`src/rtl/mwp_pkg.sv`:
```
package mwp_pkg;

    typedef enum logic [1:0] {
        ST_IDLE = 2'd0,
        ST_RUN  = 2'd1,
        ST_DONE = 2'd2
    } mwp_state_e;

    // Number of adjacent ones in the walking B seed.
    typedef enum logic [1:0] {
        RW_ONE   = 2'd1,
        RW_TWO   = 2'd2,
        RW_THREE = 2'd3
    } run_w_e;

    function automatic int unsigned vec_total(input int unsigned aw, input int unsigned bw);
        return 3 * aw * (bw - 1);
    endfunction

endpackage

```
`src/rtl/mwp_b_walker.sv`:
```
module mwp_b_walker
    import mwp_pkg::*;
#(
    parameter int unsigned B_W = 4
) (
    input  logic           clk,
    input  logic           rst_n,
    input  logic           clear,
    input  logic           step,
    output logic [B_W-1:0] pat,
    output logic           last
);
    localparam int unsigned SH_W = (B_W > 1) ? $clog2(B_W) : 1;

    typedef logic [B_W-1:0] bvec_t;

    // Seeds: one, two and three adjacent ones at the MSB end.
    bvec_t seed [3];
    logic [SH_W-1:0] lim [3];

    for (genvar w = 1; w <= 3; w++) begin : g_seed
        assign seed[w-1] = bvec_t'((1 << w) - 1) << (B_W - w);
        assign lim[w-1]  = SH_W'(B_W - w);
    end

    run_w_e          width_q;
    logic [SH_W-1:0] shift_q;
    bvec_t           cur_seed;
    logic [SH_W-1:0] cur_lim;
    logic            at_end;

    always_comb begin
        unique case (width_q)
            RW_ONE:   begin cur_seed = seed[0]; cur_lim = lim[0]; end
            RW_TWO:   begin cur_seed = seed[1]; cur_lim = lim[1]; end
            RW_THREE: begin cur_seed = seed[2]; cur_lim = lim[2]; end
            default:  begin cur_seed = seed[0]; cur_lim = lim[0]; end
        endcase
    end

    assign at_end = (shift_q == cur_lim);
    assign pat    = cur_seed >> shift_q;
    assign last   = at_end && (width_q == RW_THREE);

    always_ff @(posedge clk or negedge rst_n) begin
        if (!rst_n) begin
            width_q <= RW_ONE;
            shift_q <= '0;
        end else if (clear) begin
            width_q <= RW_ONE;
            shift_q <= '0;
        end else if (step) begin
            if (at_end) begin
                shift_q <= '0;
                unique case (width_q)
                    RW_ONE:   width_q <= RW_TWO;
                    RW_TWO:   width_q <= RW_THREE;
                    default:  width_q <= RW_ONE;
                endcase
            end else begin
                shift_q <= shift_q + 1'b1;
            end
        end
    end

endmodule

```
`src/rtl/mwp_a_walker.sv`:
```
module mwp_a_walker #(
    parameter int unsigned A_W = 4
) (
    input  logic           clk,
    input  logic           rst_n,
    input  logic           clear,
    input  logic           step,
    output logic [A_W-1:0] pat,
    output logic           last
);
    localparam int unsigned PA_W = (A_W > 1) ? $clog2(A_W) : 1;
    localparam logic [A_W-1:0] MSB_ONE = {1'b1, {(A_W-1){1'b0}}};
    localparam logic [PA_W-1:0] POS_END = PA_W'(A_W - 1);

    logic [PA_W-1:0] pos_q;

    assign pat  = MSB_ONE >> pos_q;
    assign last = (pos_q == POS_END);

    always_ff @(posedge clk or negedge rst_n) begin
        if (!rst_n) begin
            pos_q <= '0;
        end else if (clear) begin
            pos_q <= '0;
        end else if (step) begin
            pos_q <= last ? '0 : pos_q + 1'b1;
        end
    end

endmodule

```
`src/rtl/mwp_walk_seq.sv`:
```
module mwp_walk_seq
    import mwp_pkg::*;
#(
    parameter int unsigned A_W = 4,
    parameter int unsigned B_W = 4
) (
    input  logic           clk,
    input  logic           rst_n,
    input  logic           start,
    input  logic           invert,
    output logic           vld,
    output logic [A_W-1:0] op_a,
    output logic [B_W-1:0] op_b,
    output logic           done
);
    mwp_state_e     state_q;
    mwp_state_e     state_d;
    logic           inv_q;
    logic           accept;
    logic           step_b;
    logic           step_a;
    logic           b_last;
    logic           a_last;
    logic [A_W-1:0] a_pat;
    logic [B_W-1:0] b_pat;

    assign accept = (state_q == ST_IDLE) && start;
    assign step_b = (state_q == ST_RUN);
    assign step_a = step_b && b_last;

    mwp_a_walker #(.A_W(A_W)) u_a_walk (
        .clk   (clk),
        .rst_n (rst_n),
        .clear (accept),
        .step  (step_a),
        .pat   (a_pat),
        .last  (a_last)
    );

    mwp_b_walker #(.B_W(B_W)) u_b_walk (
        .clk   (clk),
        .rst_n (rst_n),
        .clear (accept),
        .step  (step_b),
        .pat   (b_pat),
        .last  (b_last)
    );

    // State register and mode latch.
    always_ff @(posedge clk or negedge rst_n) begin
        if (!rst_n) begin
            state_q <= ST_IDLE;
            inv_q   <= 1'b0;
        end else begin
            state_q <= state_d;
            if (accept) begin
                inv_q <= invert;
            end
        end
    end

    always_comb begin
        state_d = state_q;
        unique case (state_q)
            ST_IDLE: if (start)           state_d = ST_RUN;
            ST_RUN:  if (a_last && b_last) state_d = ST_DONE;
            ST_DONE:                      state_d = ST_IDLE;
            default:                      state_d = ST_IDLE;
        endcase
    end

    // Outputs.
    always_comb begin
        vld  = (state_q == ST_RUN);
        done = (state_q == ST_DONE);
        op_a = '0;
        op_b = '0;
        if (vld) begin
            op_a = a_pat ^ {A_W{inv_q}};
            op_b = b_pat ^ {B_W{inv_q}};
        end
    end

endmodule

```
`config.mk`:
```
export PLATFORM = sky130hd
export DESIGN_NAME = mwp_walk_seq
export DESIGN_NICKNAME = d
export VERILOG_FILES = /design/src/rtl/mwp_pkg.sv /design/src/rtl/mwp_b_walker.sv /design/src/rtl/mwp_a_walker.sv /design/src/rtl/mwp_walk_seq.sv
export SDC_FILE = /design/constraint.sdc
export NUM_CORES = 1
export LEC_CHECK = 0
export ABC_AREA = 0
export ABC_CLOCK_PERIOD_IN_PS = 2200
export CORE_AREA = 2 2 48 50
export DETAILED_ROUTE_END_ITERATION = 8
export DIE_AREA = 0 0 50 52
export MAX_ROUTING_LAYER = met4
export PLACE_DENSITY = 0.7
export SLEW_MARGIN = 20
export SYNTH_ARGS = -nofsm -noshare
export SYNTH_HDL_FRONTEND = slang
export SYNTH_HIERARCHICAL = 1
export SYNTH_SLANG_ARGS = --single-unit
export TNS_END_PERCENT = 20
```
`constraint.sdc`:
```
create_clock -name clk -period 2.2 [get_ports clk]
set_input_delay 0.44 -clock clk [delete_from_list [all_inputs] [get_ports clk]]
set_output_delay 0.44 -clock clk [all_outputs]
set_load 0.005 [all_outputs]
```
### Yosys cells after proc, flatten, opt, wreduce, memory -nomap -nowiden

Cells that the tools add are included.

| word-level totals | value |
|---|---|
| flip-flop bits (word level) | 9 |
| input bits | 4 |
| output and inout bits | 10 |

| cells by class | value |
|---|---|
| $add $sub $neg | 2 |
| equality and inequality tests | 9 |
| shifts and indexed selects | 2 |
| mux-type cells | 17 |
| bitwise gates (word level) | 2 |
| reduce and logical (&&, ||, !) cells | 10 |

Operator list:

| operator | number |
|---|---|
| $mux 2 | 11 |
| $pmux 2 s2 | 3 |
| $eq 2x2->1 const B | 4 |
| $mux 4 | 2 |
| $xor 4x4->4 | 2 |
| $pmux 3 s2 | 1 |
| $reduce_bool 2->1 | 3 |
| $add 2x1->2 const B | 2 |
| $eq 2x1->1 const B | 2 |
| $logic_and 1x1->1 | 4 |
| $reduce_and 2->1 | 2 |
| $shr 4x2->4 | 1 |
| $shr 4x2->4 const A | 1 |
| $eq 2x2->1 | 1 |
| $logic_not 2->1 | 1 |
| $ne 2x1->1 const B | 1 |
| $ne 2x2->1 const B | 1 |

### Logic depth before layout (Yosys ltp)

| depth | value |
|---|---|
| depth after elaboration | 7 |
| depth in mapped cells | 8 |
| gate-level depth less buffers | 8 |

### By module

Netlist, hierarchy kept.

Modules (own cells, without submodules):

| module | instances | cells each | area each (µm²) |
|---|---|---|---|
| mwp_b_walker | 1 | 39 | 374.1 |
| mwp_walk_seq | 1 | 32 | 255.2 |
| mwp_a_walker | 1 | 13 | 146.4 |

### Least setup slack after synthesis

OpenSTA, ideal clock, no wires.

| timing path | value |
|---|---|
| kind | reg-to-reg |
| start point | reg u_b_walk.width_q[0] |
| end point | reg u_a_walk.pos_q[0] |
| arrival | 1907 ps |
| slack | 198 ps |
| cell stages (with the launch flop) | 9 |
| buffers on the path | 0 |
| cell sequence | dfstp_2 > inv_1 > ha_1 > xor2_2 > and3_2 > inv_1 > nor2_1 > or4b_1 > o31ai_1 |

| between the ends | value |
|---|---|
| longest elaborated chain between the ends | 6 |

RTL lines:

| item | RTL line | text |
|---|---|---|
| from (decl) | mwp_b_walker.sv:26 | `run_w_e width_q;` |
| from (signal assigned) | mwp_b_walker.sv:47 | `width_q <= RW_ONE;` |
| from (signal assigned) | mwp_b_walker.sv:50 | `width_q <= RW_ONE;` |
| from (signal assigned) | mwp_b_walker.sv:56 | `RW_ONE: width_q <= RW_TWO;` |
| $eq 2x2->1, on equally long branches | mwp_b_walker.sv:33, mwp_b_walker.sv:43 |  |
| $pmux 2 s2 | mwp_b_walker.sv:33 | `unique case (width_q)` |
| $eq 2x2->1 | mwp_b_walker.sv:41 | `assign at_end = (shift_q == cur_lim);` |
| $logic_and 1x1->1 * | mwp_b_walker.sv:43 | `assign last = at_end && (width_q == RW_THREE);` |
| named net b_last | mwp_walk_seq.sv:22 | `logic b_last;` |
| $logic_and 1x1->1 * | mwp_walk_seq.sv:29 | `assign step_a = step_b && b_last;` |
| named net step_a | mwp_walk_seq.sv:21 | `logic step_a;` |
| $reduce_bool 2->1 (no line) * | - |  |
| to (signal assigned) | mwp_a_walker.sv:26 | `pos_q <= last ? '0 : pos_q + 1'b1;` |
| to (decl) | mwp_a_walker.sv:15 | `logic [PA_W-1:0] pos_q;` |

Mark *: on every way through the listed nets, which the timed path passes. The rest lies on a longest branch.
A chain may end at the register's enable or synchronous reset.

### Worst setup path after layout

Ends and elaborated chain as after synthesis.

==> impl_metrics.tcl <==
set metrics [dict create \
    status "complete, no violations" \
    clk_latency_ns 0.25 \
    clkPwrFrac 0.069 \
    finalSetupTns_ns 0 \
    ff2ff_setup_slack_ns 0.05 \
    regArea_um2 228 \
    hold_viol 0 \
    min_path_type "register to register" \
    synthTopCellsByArea "dfrtp_1 (26%), ha_1 (15%), xnor2_1 (9.0%), nor2_1 (7.7%), inv_1 (4.8%)" \
    grt_usage 0.129 \
    slew_violations 0 \
    gp_congestion 0.728 \
    synth_area_um2 776 \
    vdd_drop_max_mv 0.749 \
    cts_buffers 3 \
    setup_viol 0 \
    synth_top_cells_by_count "nor2_1 (16), inv_1 (10), ha_1 (9), dfrtp_1 (8), xnor2_1 (8)" \
    p_int_mw 1.11 \
    die_area_um2 2600 \
    grt_pass1_vias 583 \
    core_area_um2 2110 \
    crit_top_cell "inv_1" \
    cts_sinks 9 \
    overflow 0 \
    synth_warnings 6 \
    hold_ws_ns 0.479 \
    ios 14 \
    required_ns 2.36 \
    hold_buffers 0 \
    synthFlopType "dfrtp_1" \
    clock_skew_ns 0.00231 \
    yosys.area.top_type_share 0.258 \
    start_kind "register" \
    cts.path.max_buffers 2 \
    nFillCells 190 \
    final_nets 121 \
    avgRoutedWirePerCell_um 10.9 \
    io_buffers 13 \
    die_w_um 50 \
    cp-end-kind "register" \
    power_density_nw_per_um2 1770 \
    first_pass_iters 4 \
    grt_max_degree 11 \
    synthArstFlopShare 1.00 \
    n_antenna_cell 0 \
    drc 0 \
    maxSlewHeadroom 0.708 \
    p_leak_nw 0.452 \
    critPathMaxFanout 3 \
    fp-row-count 17 \
    crit_type "register to register" \
    yosysMostFrequentCell "nor2_1" \
    rsz0062_at_grt "yes" \
    p_seq_frac 0.185 \
    path_clk_slew_ns 0.06 \
    p_switching_mw 0.710 \
    min_period_ns 2.15 \
    syn_nets 97 \
    period_share 0.977 \
    first_iter_violations 11 \
    max_stage_delay_ns 0.54 \
    initial_core_util 0.368 \
    avgSynthCellArea_um2 9.24 \
    grt_pass1_wl_mm 2.44 \
    h-tree-depth 1 \
    clock-root-buffer "clkbuf_4" \
    synth_top_area_cell "dfrtp_1" \
    fmax_ghz 0.465 \
    ys_types 26 \
    ys_seq_area_frac 0.292 \
    cts_tree "yes" \
    crit_arrival_ns 2.31 \
    slowest_stage "dfstp_2" \
    postSynthCellCount 84 \
    combPwrFrac 0.746 \
    postRouteAntennaNets 0 \
    path_cells "buf_4 > inv_1 > ha_2 > xor2_2 > and3_4 > inv_1 > nor2_2 > or4b_1 > o31ai_1" \
    hpwl_mm 1.14 \
    wl_mm 1.47 \
    swShare 0.391 \
    cap_violations 0 \
    synthToLayoutAreaGrowth_pct 32.6 \
    antenna_found_initial 0 \
    die_h_um 52 \
    drive_above_1_share 0.262 \
    multi_input_area_um2 492 \
    ys_ff_latch 9 \
    avgViaCountPerCell 4.61 \
    via_count 623 \
    worst_pin_slew_ns 0.437 \
    synth_edf_count 0 \
]
[routing by layer]
metal / vias up / share of wire / GRT usage
met2: 14 / 0.56 / 0.215
li1: 318 / - / -
met1: 291 / 0.42 / 0.142
met3: 0 / 0.024 / 0.0115
met4: 0 / 0 / 0.102
met5: - / 0 / -
[flip-flops by register name, indices dropped and copies added, names as in the netlist]
name              count
inv_q                 1
state_q               2
u_a_walk/pos_q        2
u_b_walk/shift_q      2
u_b_walk/width_q      2
[cell type report]
type,instances,area share
multi-input combinational,60,0.478
sequential,9,0.221
timing repair buffer,24,0.204
inverter,10,0.0365
tap,28,0.0341
clock buffer,4,0.0255
[cell usage in the layout, fill, tap and decap left out, drive strengths merged]
master / count
nor2: 16
o211ai: 2
dfrtp: 8
o31ai: 2
nand2: 3
nor2b: 1
or4b: 1
dlygate4sd2: 2
clkbuf: 4
buf: 11
xor2: 2
dfstp: 1
o21ai: 1
a21oi: 3
nor3b: 1
a311o: 1
xnor2: 10
ha: 9
mux2: 1
nand2b: 1
a31oi: 2
a311oi: 2
mux2i: 1
inv: 10
and3: 1
clkdlybuf4s50: 11
[per-stage QoR]
step,utilization,power (mW),std cells,instance area [um2],setup slack [ns]
6_report,0.488,1.82,135,1030,0.0501
2_1_floorplan,-,1.13,84,776,0.198
4_1_cts,0.463,1.70,130,975,-0.00874
3_3_place_gp,0.446,1.55,125,940,0.190
5_1_grt,0.488,1.99,135,1030,-0.0279
3_5_place_dp,0.446,1.59,125,940,0.0811
[power by group through the flow]
stage                     Sequential [mW]  Combinational, mW  Clock (mW)
final                               0.336               1.35       0.125
after global routing                0.347               1.50       0.138
after CTS                           0.350               1.22       0.132
after detailed placement            0.356               1.23           0
after global placement              0.353               1.20           0
after floorplan                     0.295              0.835           0
[critical path, delay by kind of cell, from the launching register on]
family | cells | cell delay, ns
flops | 1 | 0.54
xor+xnor | 1 | 0.21
compound gates | 1 | 0.08
fa+ha+maj | 1 | 0.22
simple gates | 3 | 0.78
buf+inv | 3 | 0.22
[worst paths after layout]
check,from,cells past startpoint,endpoint
worst max-delay path,u_b_walk/width_q[0],9,u_a_walk/pos_q[0]
worst min-delay path,state_q[1],1,state_q[0]
worst max register to register,u_b_walk/width_q[0],9,u_a_walk/pos_q[0]
worst min register to register,state_q[1],1,state_q[0]
max in group asynchronous,rst_n,1,u_b_walk/width_q[0]
min in group asynchronous,rst_n,1,u_b_walk/width_q[1]
[cells by family (layout without fill, tap and decap cells)]
family / Yosys count / count (layout) / synth area share
AND/OR/NAND/NOR: 24 / 24 / 0.147
buffers and inverters: 15 / 38 / 0.0984
AO/OA/AOI/OAI: 13 / 13 / 0.116
XOR/XNOR: 12 / 12 / 0.174
adder cells (fa/ha/maj): 9 / 9 / 0.145
flip-flops: 9 / 9 / 0.292
multiplexers: 2 / 2 / 0.0274
[repair_timing]
item / CTS / global route
resized for setup: 4 / 6
setup endpoints to repair: 3 / 5
pin swaps: 1 / 1
buffers inserted: 1 / 5
No activity file was read; power rests on OpenSTA's default activity.
